--- src/rtl/sbr_pkg.sv ---
package sbr_pkg;

  typedef enum logic [1:0] {
    MODE_OFF   = 2'd0,
    MODE_SYNC  = 2'd1,
    MODE_ASYNC = 2'd2
  } boot_mode_e;

  function automatic boot_mode_e decode_straps(input logic ce, input logic xprog,
                                               input logic boot, input logic clk_lvl);
    boot_mode_e m;
    if (ce && !xprog && boot) m = clk_lvl ? MODE_SYNC : MODE_ASYNC;
    else                      m = MODE_OFF;
    return m;
  endfunction

endpackage

--- src/rtl/sbr_rst_sync.sv ---
module sbr_rst_sync #(
  parameter int STAGES = 2
) (
  input  logic clk,
  input  logic rst_n,
  output logic rst_sync_n
);
  logic [STAGES-1:0] chain_q;

  always_ff @(posedge clk or negedge rst_n) begin
    if (!rst_n) chain_q <= '0;
    else        chain_q <= {chain_q[STAGES-2:0], 1'b1};
  end

  assign rst_sync_n = chain_q[STAGES-1];
endmodule

--- src/rtl/sbr_bit_sync.sv ---
module sbr_bit_sync #(
  parameter int WIDTH  = 1,
  parameter int STAGES = 2
) (
  input  logic             clk,
  input  logic [WIDTH-1:0] d,
  output logic [WIDTH-1:0] q
);
  logic [WIDTH-1:0] stg_q [STAGES];

  always_ff @(posedge clk) stg_q[0] <= d;

  for (genvar g = 1; g < STAGES; g++) begin : g_stage
    always_ff @(posedge clk) stg_q[g] <= stg_q[g-1];
  end

  assign q = stg_q[STAGES-1];
endmodule

--- src/rtl/sbr_strap_latch.sv ---
module sbr_strap_latch
  import sbr_pkg::*;
(
  input  logic       clk,
  input  logic       rst_n,
  input  logic       ce,
  input  logic       xprog,
  input  logic       boot,
  input  logic       clk_lvl,
  output boot_mode_e mode,
  output logic       latched
);
  boot_mode_e mode_q, mode_d;
  logic       latched_q, latched_d;

  always_comb begin
    mode_d    = mode_q;
    latched_d = latched_q;
    if (!latched_q) begin
      latched_d = 1'b1;
      mode_d    = decode_straps(ce, xprog, boot, clk_lvl);
    end
  end

  always_ff @(posedge clk or negedge rst_n) begin
    if (!rst_n) begin
      mode_q    <= MODE_OFF;
      latched_q <= 1'b0;
    end else begin
      mode_q    <= mode_d;
      latched_q <= latched_d;
    end
  end

  assign mode    = mode_q;
  assign latched = latched_q;

  // once captured, the mode never moves until reset
  p_mode_frozen_r3: assert property (@(posedge clk) disable iff (!rst_n)
    latched_q |=> latched_q && $stable(mode_q));
endmodule

--- src/rtl/sbr_sync_rx.sv ---
module sbr_sync_rx #(
  parameter int DATA_W = 8
) (
  input  logic              clk,
  input  logic              rst_n,
  input  logic              enable,
  input  logic              rise,
  input  logic              sdin,
  input  logic              take,
  output logic [DATA_W-1:0] data,
  output logic              valid,
  output logic              busy
);
  localparam int CNT_W = (DATA_W > 1) ? $clog2(DATA_W) : 1;
  localparam logic [CNT_W-1:0] LAST = CNT_W'(DATA_W - 1);

  logic [DATA_W-1:0] sh_q, sh_d, data_q, data_d;
  logic [CNT_W-1:0]  cnt_q, cnt_d;
  logic              valid_q, valid_d, busy_q, busy_d;
  logic [DATA_W-1:0] sh_next;

  assign sh_next = {sdin, sh_q[DATA_W-1:1]};

  always_comb begin
    sh_d    = sh_q;
    data_d  = data_q;
    cnt_d   = cnt_q;
    valid_d = valid_q;
    busy_d  = busy_q;
    if (valid_q && take) begin
      valid_d = 1'b0;
      busy_d  = 1'b0;
    end
    if (enable && rise && !valid_q) begin
      sh_d   = sh_next;
      busy_d = 1'b1;
      if (cnt_q == LAST) begin
        cnt_d   = '0;
        valid_d = 1'b1;
        data_d  = sh_next;
      end else begin
        cnt_d = cnt_q + 1'b1;
      end
    end
  end

  always_ff @(posedge clk or negedge rst_n) begin
    if (!rst_n) begin
      sh_q    <= '0;
      data_q  <= '0;
      cnt_q   <= '0;
      valid_q <= 1'b0;
      busy_q  <= 1'b0;
    end else begin
      sh_q    <= sh_d;
      data_q  <= data_d;
      cnt_q   <= cnt_d;
      valid_q <= valid_d;
      busy_q  <= busy_d;
    end
  end

  assign data  = data_q;
  assign valid = valid_q;
  assign busy  = busy_q;

  // a held byte always keeps busy raised
  p_busy_while_held_r5: assert property (@(posedge clk) disable iff (!rst_n)
    valid_q |-> busy_q);
  // consumption drops busy and valid one clock later
  p_release_after_take_r6: assert property (@(posedge clk) disable iff (!rst_n)
    (valid_q && take) |=> (!busy_q && !valid_q));
  // an untaken byte keeps its value whatever the clock does
  p_hold_until_take_r7: assert property (@(posedge clk) disable iff (!rst_n)
    (valid_q && !take) |=> (valid_q && $stable(data_q)));
endmodule

--- src/rtl/sbr_sync_tx.sv ---
module sbr_sync_tx #(
  parameter int DATA_W = 8
) (
  input  logic              clk,
  input  logic              rst_n,
  input  logic              enable,
  input  logic              rise,
  input  logic              fall,
  input  logic              load,
  input  logic [DATA_W-1:0] data,
  output logic              sdout,
  output logic              ready
);
  localparam int CNT_W = (DATA_W > 1) ? $clog2(DATA_W) : 1;
  localparam logic [CNT_W-1:0] LAST = CNT_W'(DATA_W - 1);

  logic [DATA_W-1:0] sh_q, sh_d;
  logic [CNT_W-1:0]  cnt_q, cnt_d;
  logic              pend_q, pend_d, out_q, out_d;

  always_comb begin
    sh_d   = sh_q;
    cnt_d  = cnt_q;
    pend_d = pend_q;
    out_d  = out_q;
    if (enable && fall && pend_q) begin
      out_d = sh_q[0];
      sh_d  = sh_q >> 1;
      if (cnt_q == LAST) begin
        pend_d = 1'b0;
        cnt_d  = '0;
      end else begin
        cnt_d = cnt_q + 1'b1;
      end
    end else if (enable && rise && !pend_q) begin
      out_d = 1'b1;
    end
    if (enable && load && !pend_q) begin
      pend_d = 1'b1;
      sh_d   = data;
      cnt_d  = '0;
    end
  end

  always_ff @(posedge clk or negedge rst_n) begin
    if (!rst_n) begin
      sh_q   <= '0;
      cnt_q  <= '0;
      pend_q <= 1'b0;
      out_q  <= 1'b1;
    end else begin
      sh_q   <= sh_d;
      cnt_q  <= cnt_d;
      pend_q <= pend_d;
      out_q  <= out_d;
    end
  end

  assign sdout = out_q;
  assign ready = !pend_q;

  // an idle rising edge puts the line back high
  p_idle_high_r9: assert property (@(posedge clk) disable iff (!rst_n)
    (enable && rise && !pend_q && !load) |=> out_q);
  // during a byte the line only moves on a falling edge
  p_shift_on_fall_r8: assert property (@(posedge clk) disable iff (!rst_n)
    (pend_q && !fall) |=> $stable(out_q));
endmodule

--- src/rtl/ser_boot_rx.sv ---
module ser_boot_rx
  import sbr_pkg::*;
#(
  parameter int DATA_W      = 8,
  parameter int SYNC_STAGES = 2,
  parameter int RST_STAGES  = 2
) (
  input  logic              clk,
  input  logic              rst_n,
  input  logic              pin_ce,
  input  logic              pin_xprog,
  input  logic              pin_boot,
  input  logic              pin_sclk,
  input  logic              pin_sdin,
  output logic              pin_sdout,
  output logic              pin_busy,
  output logic              boot_active,
  output logic              sync_mode,
  output logic [DATA_W-1:0] rx_data,
  output logic              rx_valid,
  input  logic              rx_take,
  input  logic [DATA_W-1:0] tx_data,
  input  logic              tx_load,
  output logic              tx_ready,
  output logic              uart_tx_load,
  output logic [DATA_W-1:0] uart_tx_data,
  input  logic              uart_tx_ready,
  input  logic [DATA_W-1:0] uart_rx_data,
  input  logic              uart_rx_valid,
  output logic              uart_rx_take
);
  localparam int NPIN = 5;

  logic            rst_s_n;
  logic [NPIN-1:0] pins_s;
  logic            ce_s, xprog_s, boot_s, sclk_s, sdin_s;
  logic            sclk_d_q;
  logic            rise, fall;
  boot_mode_e      mode;
  logic            latched;
  logic            sync_act, async_act;

  logic [DATA_W-1:0] srx_data;
  logic              srx_valid, srx_busy, stx_sdout, stx_ready;

  sbr_rst_sync #(.STAGES(RST_STAGES)) u_rst (
    .clk(clk), .rst_n(rst_n), .rst_sync_n(rst_s_n)
  );

  sbr_bit_sync #(.WIDTH(NPIN), .STAGES(SYNC_STAGES)) u_pins (
    .clk(clk),
    .d  ({pin_ce, pin_xprog, pin_boot, pin_sclk, pin_sdin}),
    .q  (pins_s)
  );
  assign {ce_s, xprog_s, boot_s, sclk_s, sdin_s} = pins_s;

  always_ff @(posedge clk or negedge rst_s_n) begin
    if (!rst_s_n) sclk_d_q <= 1'b0;
    else          sclk_d_q <= sclk_s;
  end
  assign rise = sclk_s && !sclk_d_q;
  assign fall = !sclk_s && sclk_d_q;

  sbr_strap_latch u_strap (
    .clk(clk), .rst_n(rst_s_n), .ce(ce_s), .xprog(xprog_s), .boot(boot_s),
    .clk_lvl(sclk_s), .mode(mode), .latched(latched)
  );

  assign sync_act  = (mode == MODE_SYNC);
  assign async_act = (mode == MODE_ASYNC);

  sbr_sync_rx #(.DATA_W(DATA_W)) u_rx (
    .clk(clk), .rst_n(rst_s_n), .enable(sync_act), .rise(rise), .sdin(sdin_s),
    .take(rx_take && sync_act), .data(srx_data), .valid(srx_valid), .busy(srx_busy)
  );

  sbr_sync_tx #(.DATA_W(DATA_W)) u_tx (
    .clk(clk), .rst_n(rst_s_n), .enable(sync_act), .rise(rise), .fall(fall),
    .load(tx_load), .data(tx_data), .sdout(stx_sdout), .ready(stx_ready)
  );

  always_comb begin
    boot_active  = (mode != MODE_OFF);
    sync_mode    = sync_act;
    pin_busy     = 1'b1;
    pin_sdout    = 1'b1;
    rx_data      = '0;
    rx_valid     = 1'b0;
    tx_ready     = 1'b0;
    uart_tx_load = 1'b0;
    uart_tx_data = '0;
    uart_rx_take = 1'b0;
    if (sync_act) begin
      pin_busy  = srx_busy;
      pin_sdout = stx_sdout;
      rx_data   = srx_data;
      rx_valid  = srx_valid;
      tx_ready  = stx_ready;
    end else if (async_act) begin
      rx_data      = uart_rx_data;
      rx_valid     = uart_rx_valid;
      uart_rx_take = rx_take;
      uart_tx_load = tx_load;
      uart_tx_data = tx_data;
      tx_ready     = uart_tx_ready;
    end
  end

  // before the straps are captured the block stays silent
  p_quiet_before_latch_r11: assert property (@(posedge clk) disable iff (!rst_s_n)
    !latched |-> (!boot_active && !rx_valid && !uart_tx_load));
  // the synchronous receiver never starts a byte outside synchronous mode
  p_async_no_busy_r10: assert property (@(posedge clk) disable iff (!rst_s_n)
    !sync_act |=> !srx_busy);
endmodule

--- config.mk ---
export PLATFORM = sky130hd
export DESIGN_NAME = ser_boot_rx
export DESIGN_NICKNAME = d
export VERILOG_FILES = /design/src/rtl/sbr_pkg.sv /design/src/rtl/sbr_rst_sync.sv /design/src/rtl/sbr_bit_sync.sv /design/src/rtl/sbr_strap_latch.sv /design/src/rtl/sbr_sync_rx.sv /design/src/rtl/sbr_sync_tx.sv /design/src/rtl/ser_boot_rx.sv
export SDC_FILE = /design/constraint.sdc
export NUM_CORES = 1
export LEC_CHECK = 0
export ABC_AREA = 1
export BUFFER_PORTS_ARGS = -buffer_cell sky130_fd_sc_hd__buf_2
export CORE_MARGIN = 2
export CORE_UTILIZATION = 56
export DETAILED_ROUTE_END_ITERATION = 8
export GPL_ROUTABILITY_DRIVEN = 0
export GPL_TIMING_DRIVEN = 0
export PLACE_DENSITY_LB_ADDON = 0.15
export RECOVER_POWER = 50
export SYNTH_ARGS = -nofsm -noshare
export SYNTH_HDL_FRONTEND = slang
export SYNTH_SLANG_ARGS = --single-unit
--- constraint.sdc ---
create_clock -name clk -period 3.4 [get_ports clk]
set_clock_uncertainty 0.1 [all_clocks]
set_input_delay 0.68 -clock clk [delete_from_list [all_inputs] [get_ports clk]]
set_output_delay 0.68 -clock clk [all_outputs]
set_load 0.01 [all_outputs]
==> summary.txt, run 1 <==
Synthesis
  • Synth cell types: 25
  • Syn Area/Cell: 8.64 um^2
  • Flops & latches, synth: 49
  • Seq/Total Area, Yosys: 0.568
  • Yosys top cell area share: 0.458
  • Instance count of the mapped netlist: 240
  • Largest area contributor in the synthesized netlist: dfrtp_1
  • Yosys warnings: 0
  • Synth area leaders: dfrtp_1, nand2_1, dfxtp_1
  • Synthesized area: 2070 um^2

Finish
  • Area Growth Syn to Fin: 19.5%
  • Layout Nets: 329
  • N_diodes: 0
  • Fraction of layout cells with a size suffix above 1: 0.234
  • Filler cells: 324

Clock tree
  • Hold-fix buffers, CTS: 0
  • Setup bufs post-CTS: 0
  • Clk buf depth: 2
  • Cts bufs inserted: 5
  • Sink Count: 49
  • Resize count post-CTS: 0
  • H-tree levels: 2
  • CTS tree: yes
  • CTS root buf: clkbuf_8
  • Worst-Skew Late Latency: 0.31 ns
  • Clock-pin transition on the worst setup and hold timing paths: 0.09 ns

Placed design
  • Final HPWL DP: 2920 um
  • I/O Buffers: 50

GRT
  • Antenna violations before repair: 0
  • Gr ovfl total: 0
  • Tot GR Track Use: 0.223
  • First-pass GRT wire length: 7040 um
  • Pin count of the biggest net entering global routing: 38
  • Vias in the first global route: 1623

Worst setup path
  • Critical path launch point type: flip-flop
  • Worst R2R Start: u_strap.mode[1]$_DFFE_PN0N_
  • FF-to-FF path depth: 7
  • Setup slack, reg-to-reg: 1.82 ns
  • Kind of critical path: reg2out
  • Critical Path RT: 2.62 ns
  • Worst EP arrival: 1.68 ns
  • CP max FO: 10
  • Crit end category: output port
  • R2R Path End: u_rx.data[5]$_DFFE_PN0P_

Routing
  • First drt pass iteration count: 4
  • Routed vias: 1717
  • Residual DRC: 0
  • Wire per inst: 11.7 um
  • Antenna viol nets, final: 0
  • Iteration-0 DRC Markers: 80
  • Final wirelength: 4050 um
  • Vias per inst: 4.95

Die
  • Total core area: 3610 um^2
  • Chip Height: 64.9 um
  • I/O pin cnt: 51
  • Starting density of the core: 0.575
  • Die X-Extent: 64.9 um
  • Die ar.: 4210 um^2
  • Site Rows: 22

Power
  • Max IR drop VDD: 0.000454 V
  • Power Density: 520 nW/um^2
  • Leak: 1.34 nW
  • Total power: 0.00129 W

Timing
  • FMAX: 0.407 GHz
  • Tcrit/Tclk final: 0.723
  • Setup violators final: 0
  • Final Max Slew Viols: 0
  • Unrepaired setup endpoints after global routing: false
  • Crit path time final: 2.46 ns
  • Slew headroom: 0.0351
  • Total negative setup slack: 0 ns
  • Fin. Hold Viols: 0
  • Slew @ Worst Pin: 1.45 ns

Job
  • Max Cap Viol: 0

Worst hold path
  • HP Class: in2async

Status
  • Status: complete, no violations
## power by group
part	internal (W)	switching, W	leakage [nW]
Sequential	0.000683	0.0000620	0.582
Combinational	0.0000889	0.000103	0.717
Clock	0.000150	0.000203	0.0452
## synthesized netlist by cell type
cell type,instances
dfxtp_1,10
nand2_2,1
o21ai_0,8
nand2_4,1
inv_2,1
nand4_1,2
or2_2,2
nor3_1,1
nor2_2,1
nand2_1,64
nor2_8,1
inv_1,29
a21oi_1,2
clkbuf_1,2
buf_6,1
nor2_1,14
ha_1,4
conb_1,1
a22oi_1,1
o21ai_1,15
dfstp_2,1
nand3_1,34
dfrtp_1,38
nand3_4,1
buf_2,5
## cell families (layout without fill, tap and decap cells)
logic type                 Yosys count  in the layout  share of synthesized area
buffers and inverters               38             96                     0.0754
other                                1              2                    0.00181
AOI/OAI and AO/OA                   26             26                     0.0639
adders and majority gates            4              4                     0.0241
DFF                                 49             49                      0.568
and+or+nand+nor                    122            122                      0.267
## critical path, cell delays in order, from the launching register on
cell      delay (ns)
dfrtp_1         0.43
inv_1           0.16
clkbuf_1        0.42
nand3_1         0.11
o21ai_0         0.10
buf_2           0.15
## sequential cells by signal, summed over array words and instances (netlist names)
name,count
u_pins.stg_q,10
u_rx.data,8
u_tx.sh_q,8
u_rx.sh_q,7
u_rx.cnt_q,3
u_tx.cnt_q,3
u_rst.chain_q,2
u_strap.mode,2
sclk_d_q,1
u_rx.busy,1
u_rx.valid,1
u_strap.latched,1
u_tx.pend_q,1
u_tx.sdout,1
## layout make-up
| cell class | instances | area [um^2] | share of cell area |
|---|---|---|---|
| repair buffers | 50 | 249 | 0.100 |
| multi-input cells | 154 | 744 | 0.300 |
| clock inverters | 3 | 25.0 | 0.0101 |
| inverters | 30 | 113 | 0.0454 |
| well taps | 48 | 60.1 | 0.0242 |
| flip-flops and latches | 49 | 1180 | 0.475 |
| plain buffers | 8 | 42.5 | 0.0172 |
| clock buffers | 5 | 68.8 | 0.0277 |
## cell usage in the layout, fill, tap and decap left out, types with 4 or more instances in the layout
cell,synthesis,final
nand2_1,64,64
ha_1,4,4
o21ai_0,8,8
dfxtp_1,10,10
o21ai_1,15,15
buf_2,5,53
nand3_1,34,34
nor2_1,14,14
clkbuf_1,2,4
clkbuf_8,0,5
inv_1,29,30
dfrtp_1,38,38
## metal layers
metal	vias to the layer above	track usage	routed length, um
met5	-	0	0
met2	39	0.352	1850
li1	875	-	-
met1	793	0.298	1940
met3	10	0.0538	172
met4	0	0.0878	85
## through the flow
step                 util  cell area, um^2  instances  setup WS (ns)  hold WS (ns)
detailed placement  0.663             2390        339           1.25         0.215
floorplan               -             2080        241           1.59         0.210
global placement    0.662             2390        339           1.26         0.210
finish              0.688             2480        347          0.941        0.0368
global route        0.688             2480        347          0.780        0.0321
CTS                 0.689             2480        347          0.902        0.0304
## worst max path at each step
stage | start | to | cells past startpoint
2_1_floorplan | u_strap.mode[0]$_DFFE_PN0N_ | tx_ready | 4
3_3_place_gp | u_strap.mode[0]$_DFFE_PN0N_ | tx_ready | 5
3_5_place_dp | u_strap.mode[0]$_DFFE_PN0N_ | tx_ready | 5
4_1_cts | u_strap.mode[0]$_DFFE_PN0N_ | tx_ready | 5
5_1_grt | u_strap.mode[0]$_DFFE_PN0N_ | rx_data[3] | 5
6_report | u_strap.mode[0]$_DFFE_PN0N_ | tx_ready | 5
Power figures use the tool's default switching activity.
==> inputs of run 2 (changes only) <==
--- a/config.mk
+++ b/config.mk
@@ -8,7 +8,7 @@
 export ABC_AREA = 1
 export BUFFER_PORTS_ARGS = -buffer_cell sky130_fd_sc_hd__buf_2
 export CORE_MARGIN = 2
-export CORE_UTILIZATION = 56
+export CORE_UTILIZATION = 52
 export DETAILED_ROUTE_END_ITERATION = 8
 export GPL_ROUTABILITY_DRIVEN = 0
 export GPL_TIMING_DRIVEN = 0
==> constraint.sdc (replaced) <==
create_clock -name clk -period 2.3 [get_ports clk]
set_clock_uncertainty 0.1 [all_clocks]
set_input_delay 0.46 -clock clk [delete_from_list [all_inputs] [get_ports clk]]
set_output_delay 0.46 -clock clk [all_outputs]
set_load 0.01 [all_outputs]
==> run 2 against run 1 <==
Compared with the run above:
- critical path depth is the same
- cell area grew 0.35%
- first-iteration DRC count grew 93%
- power grew 47%
- count of clock-buffer cells in the layout is the same
- critical endpoint unchanged
- sequential cell count is the same
- combinational power grew 47%
- largest cell class unchanged
==> summary.txt, run 2 (same netlist as run 1, synthesis figures left out) <==
Worst setup path
  • Critical path launch point type: flip-flop
  • FF-to-FF path depth: 7 (unchanged)
  • Kind of critical path: reg2out
  • Critical Path RT: 1.74 ns (-0.88 ns)
  • Crit end category: output port
  • Worst EP arrival: 1.54 ns (-0.14 ns)
  • CP max FO: 10 (unchanged)

GRT
  • Most Used Layer, Global Route: met1
  • Tot GR Track Use: 0.197 (-0.0258)
  • Pin count of the biggest net entering global routing: 38 (unchanged)
  • M1 GR Usage: 0.281 (-0.0173)
  • First-pass GRT wire length: 6530 um (-7.2%)
  • Gr ovfl total: 0 (unchanged)
  • Vias in the first global route: 1491 (-8.1%)
  • Antenna violations before repair: 0 (unchanged)
  • Met2 Usage GRT: 0.278 (-0.0733)
  • Global routing met3 resource utilization: 0.0417 (-0.0122)

Finish
  • N_diodes: 0 (unchanged)
  • Finished Layout Cells: 348 (+0.29%)
  • Layout Nets: 330 (+0.30%)
  • Fraction of layout cells with a size suffix above 1: 0.237 (+0.00255)
  • Design Area, Final: 2490 um^2 (+0.35%)
  • Filler cells: 346 (+6.8%)
  • Area Growth Syn to Fin: 20.0%
  • Top reg by flops: u_pins.stg_q
  • Max FFs per register: 10 (unchanged)
  • Commonest non-fill, non-tap cell in the layout: nand2_1
  • Most frequent cells in the layout: nand2_1, buf_2, dfrtp_1

Status
  • Status: complete, no violations

Clock tree
  • Clk buf depth: 2 (unchanged)
  • CTS root buf: clkbuf_8
  • Setup bufs post-CTS: 0 (unchanged)
  • Clock-pin transition on the worst setup and hold timing paths: 0.09 ns (about the same)
  • Sink Count: 49 (unchanged)
  • Worst-Skew Late Latency: 0.31 ns (about the same)
  • CTS tree: yes
  • Cts bufs inserted: 5 (unchanged)
  • H-tree levels: 2 (unchanged)

Timing
  • Total negative setup slack: 0 ns (unchanged)
  • Unrepaired setup endpoints after global routing: false
  • Fin. Hold Viols: 0 (unchanged)
  • Crit path time final: 2.10 ns
  • Final Worst Setup Slack: 0.196 ns (-0.744 ns)
  • Slew headroom: 0.0534 (+0.0183)
  • Final Max Slew Viols: 0 (unchanged)
  • Slew @ Worst Pin: 1.42 ns (-0.0274 ns)
  • FMAX: 0.475 GHz
  • Setup violators final: 0 (unchanged)
  • Tcrit/Tclk final: 0.915

Die
  • Chip Height: 67.2 um (+3.5%)
  • Total core area: 3740 um^2 (+3.8%)
  • Starting density of the core: 0.554 (-0.0212)
  • Die X-Extent: 67.2 um (+3.5%)
  • I/O pin cnt: 51 (unchanged)
  • Site Rows: 22 (unchanged)
  • Die ar.: 4510 um^2 (+7.2%)

Placed design
  • Final HPWL DP: 2900 um (-0.77%)
  • Post-place setup slack: 0.349 ns (-0.906 ns)
  • Placed cell area: 2390 um^2 (unchanged)
  • I/O Buffers: 50 (unchanged)
  • Inst Count DP: 339 (unchanged)

Routing
  • Residual DRC: 0 (unchanged)
  • Final wirelength: 4090 um (+0.96%)
  • Wire per inst: 11.8 um (+0.67%)
  • Antenna viol nets, final: 0 (unchanged)
  • Vias per inst: 4.87 (-1.6%)
  • Routed vias: 1694 (-1.3%)
  • First drt pass iteration count: 4 (unchanged)
  • Iteration-0 DRC Markers: 154 (+93%)

Worst hold path
  • HP Class: in2reg
  • Hold path cells: 1

Power
  • Power Density: 761 nW/um^2 (+46%)
  • Leak: 1.34 nW (-0.15%)
  • Max IR drop VDD: 0.000584 V (+29%)

Job
  • Max Cap Viol: 0 (unchanged)
run 2: worst max-delay path: stages, from the launching register on:
cell and delay, ns:
dfrtp_1 0.43, inv_1 0.17, clkbuf_2 0.27, nand3_1 0.09
o21ai_0 0.11, buf_2 0.17
run 2: final timing paths:
kind,start,endpoint,slack [ns]
setup reg to reg,u_strap.mode[1]$_DFFE_PN0N_,u_rx.data[5]$_DFFE_PN0P_,0.73
max in group asynchronous,u_rst.chain_q[1]$_DFF_PN0_,u_rx.sh_q[6]$_DFFE_PN0N_,0.78
hold reg to reg,u_pins.stg_q[0][1]$_DFF_P_,u_pins.stg_q[0][6]$_DFF_P_,0.23
setup / recovery,u_strap.mode[0]$_DFFE_PN0N_,tx_ready,0.20
hold / removal,pin_ce,u_pins.stg_q[0][4]$_DFF_P_,0.14
min in group asynchronous,rst_n,u_rst.chain_q[1]$_DFF_PN0_,0.36
run 2: final cells by class:
| cell class | count | area (um^2) | area share |
|---|---|---|---|
| multi-input cells | 154 | 744 | 0.299 |
| clock inverters | 3 | 22.5 | 0.00905 |
| well taps | 48 | 60.1 | 0.0241 |
| flip-flops and latches | 49 | 1180 | 0.473 |
| plain buffers | 8 | 43.8 | 0.0176 |
| inverters | 30 | 113 | 0.0452 |
| clock buffers | 5 | 68.8 | 0.0277 |
| repair buffers | 51 | 259 | 0.104 |
run 2: metrics by stage:
| step | hold slack [ns] | total power [W] | utilization |
|---|---|---|---|
| 5_1_grt | 0.128 | 0.00201 | 0.665 |
| 3_3_place_gp | 0.145 | 0.00139 | 0.638 |
| 3_5_place_dp | 0.146 | 0.00141 | 0.638 |
| 6_report | 0.145 | 0.00189 | 0.665 |
| 2_1_floorplan | 0.0644 | 0.00130 | - |
| 4_1_cts | 0.140 | 0.00190 | 0.665 |
run 2: timing repair:
item,in CTS,in global routing
hold endpoints to repair,2,0
gates resized for setup,0,2
hold buffers,1,0
setup endpoints to repair,0,9
run 2: report_power, final:
| group | internal (W) | switching (W) | leakage [nW] |
|---|---|---|---|
| registers | 0.00101 | 0.0000957 | 0.582 |
| logic | 0.000132 | 0.000151 | 0.723 |
| clock network | 0.000213 | 0.000292 | 0.0364 |
run 2: layer usage:
layer	up-vias	wire, um
li1	876	-
met4	0	80
met1	772	1980
met5	-	0
met3	6	197
met2	40	1830
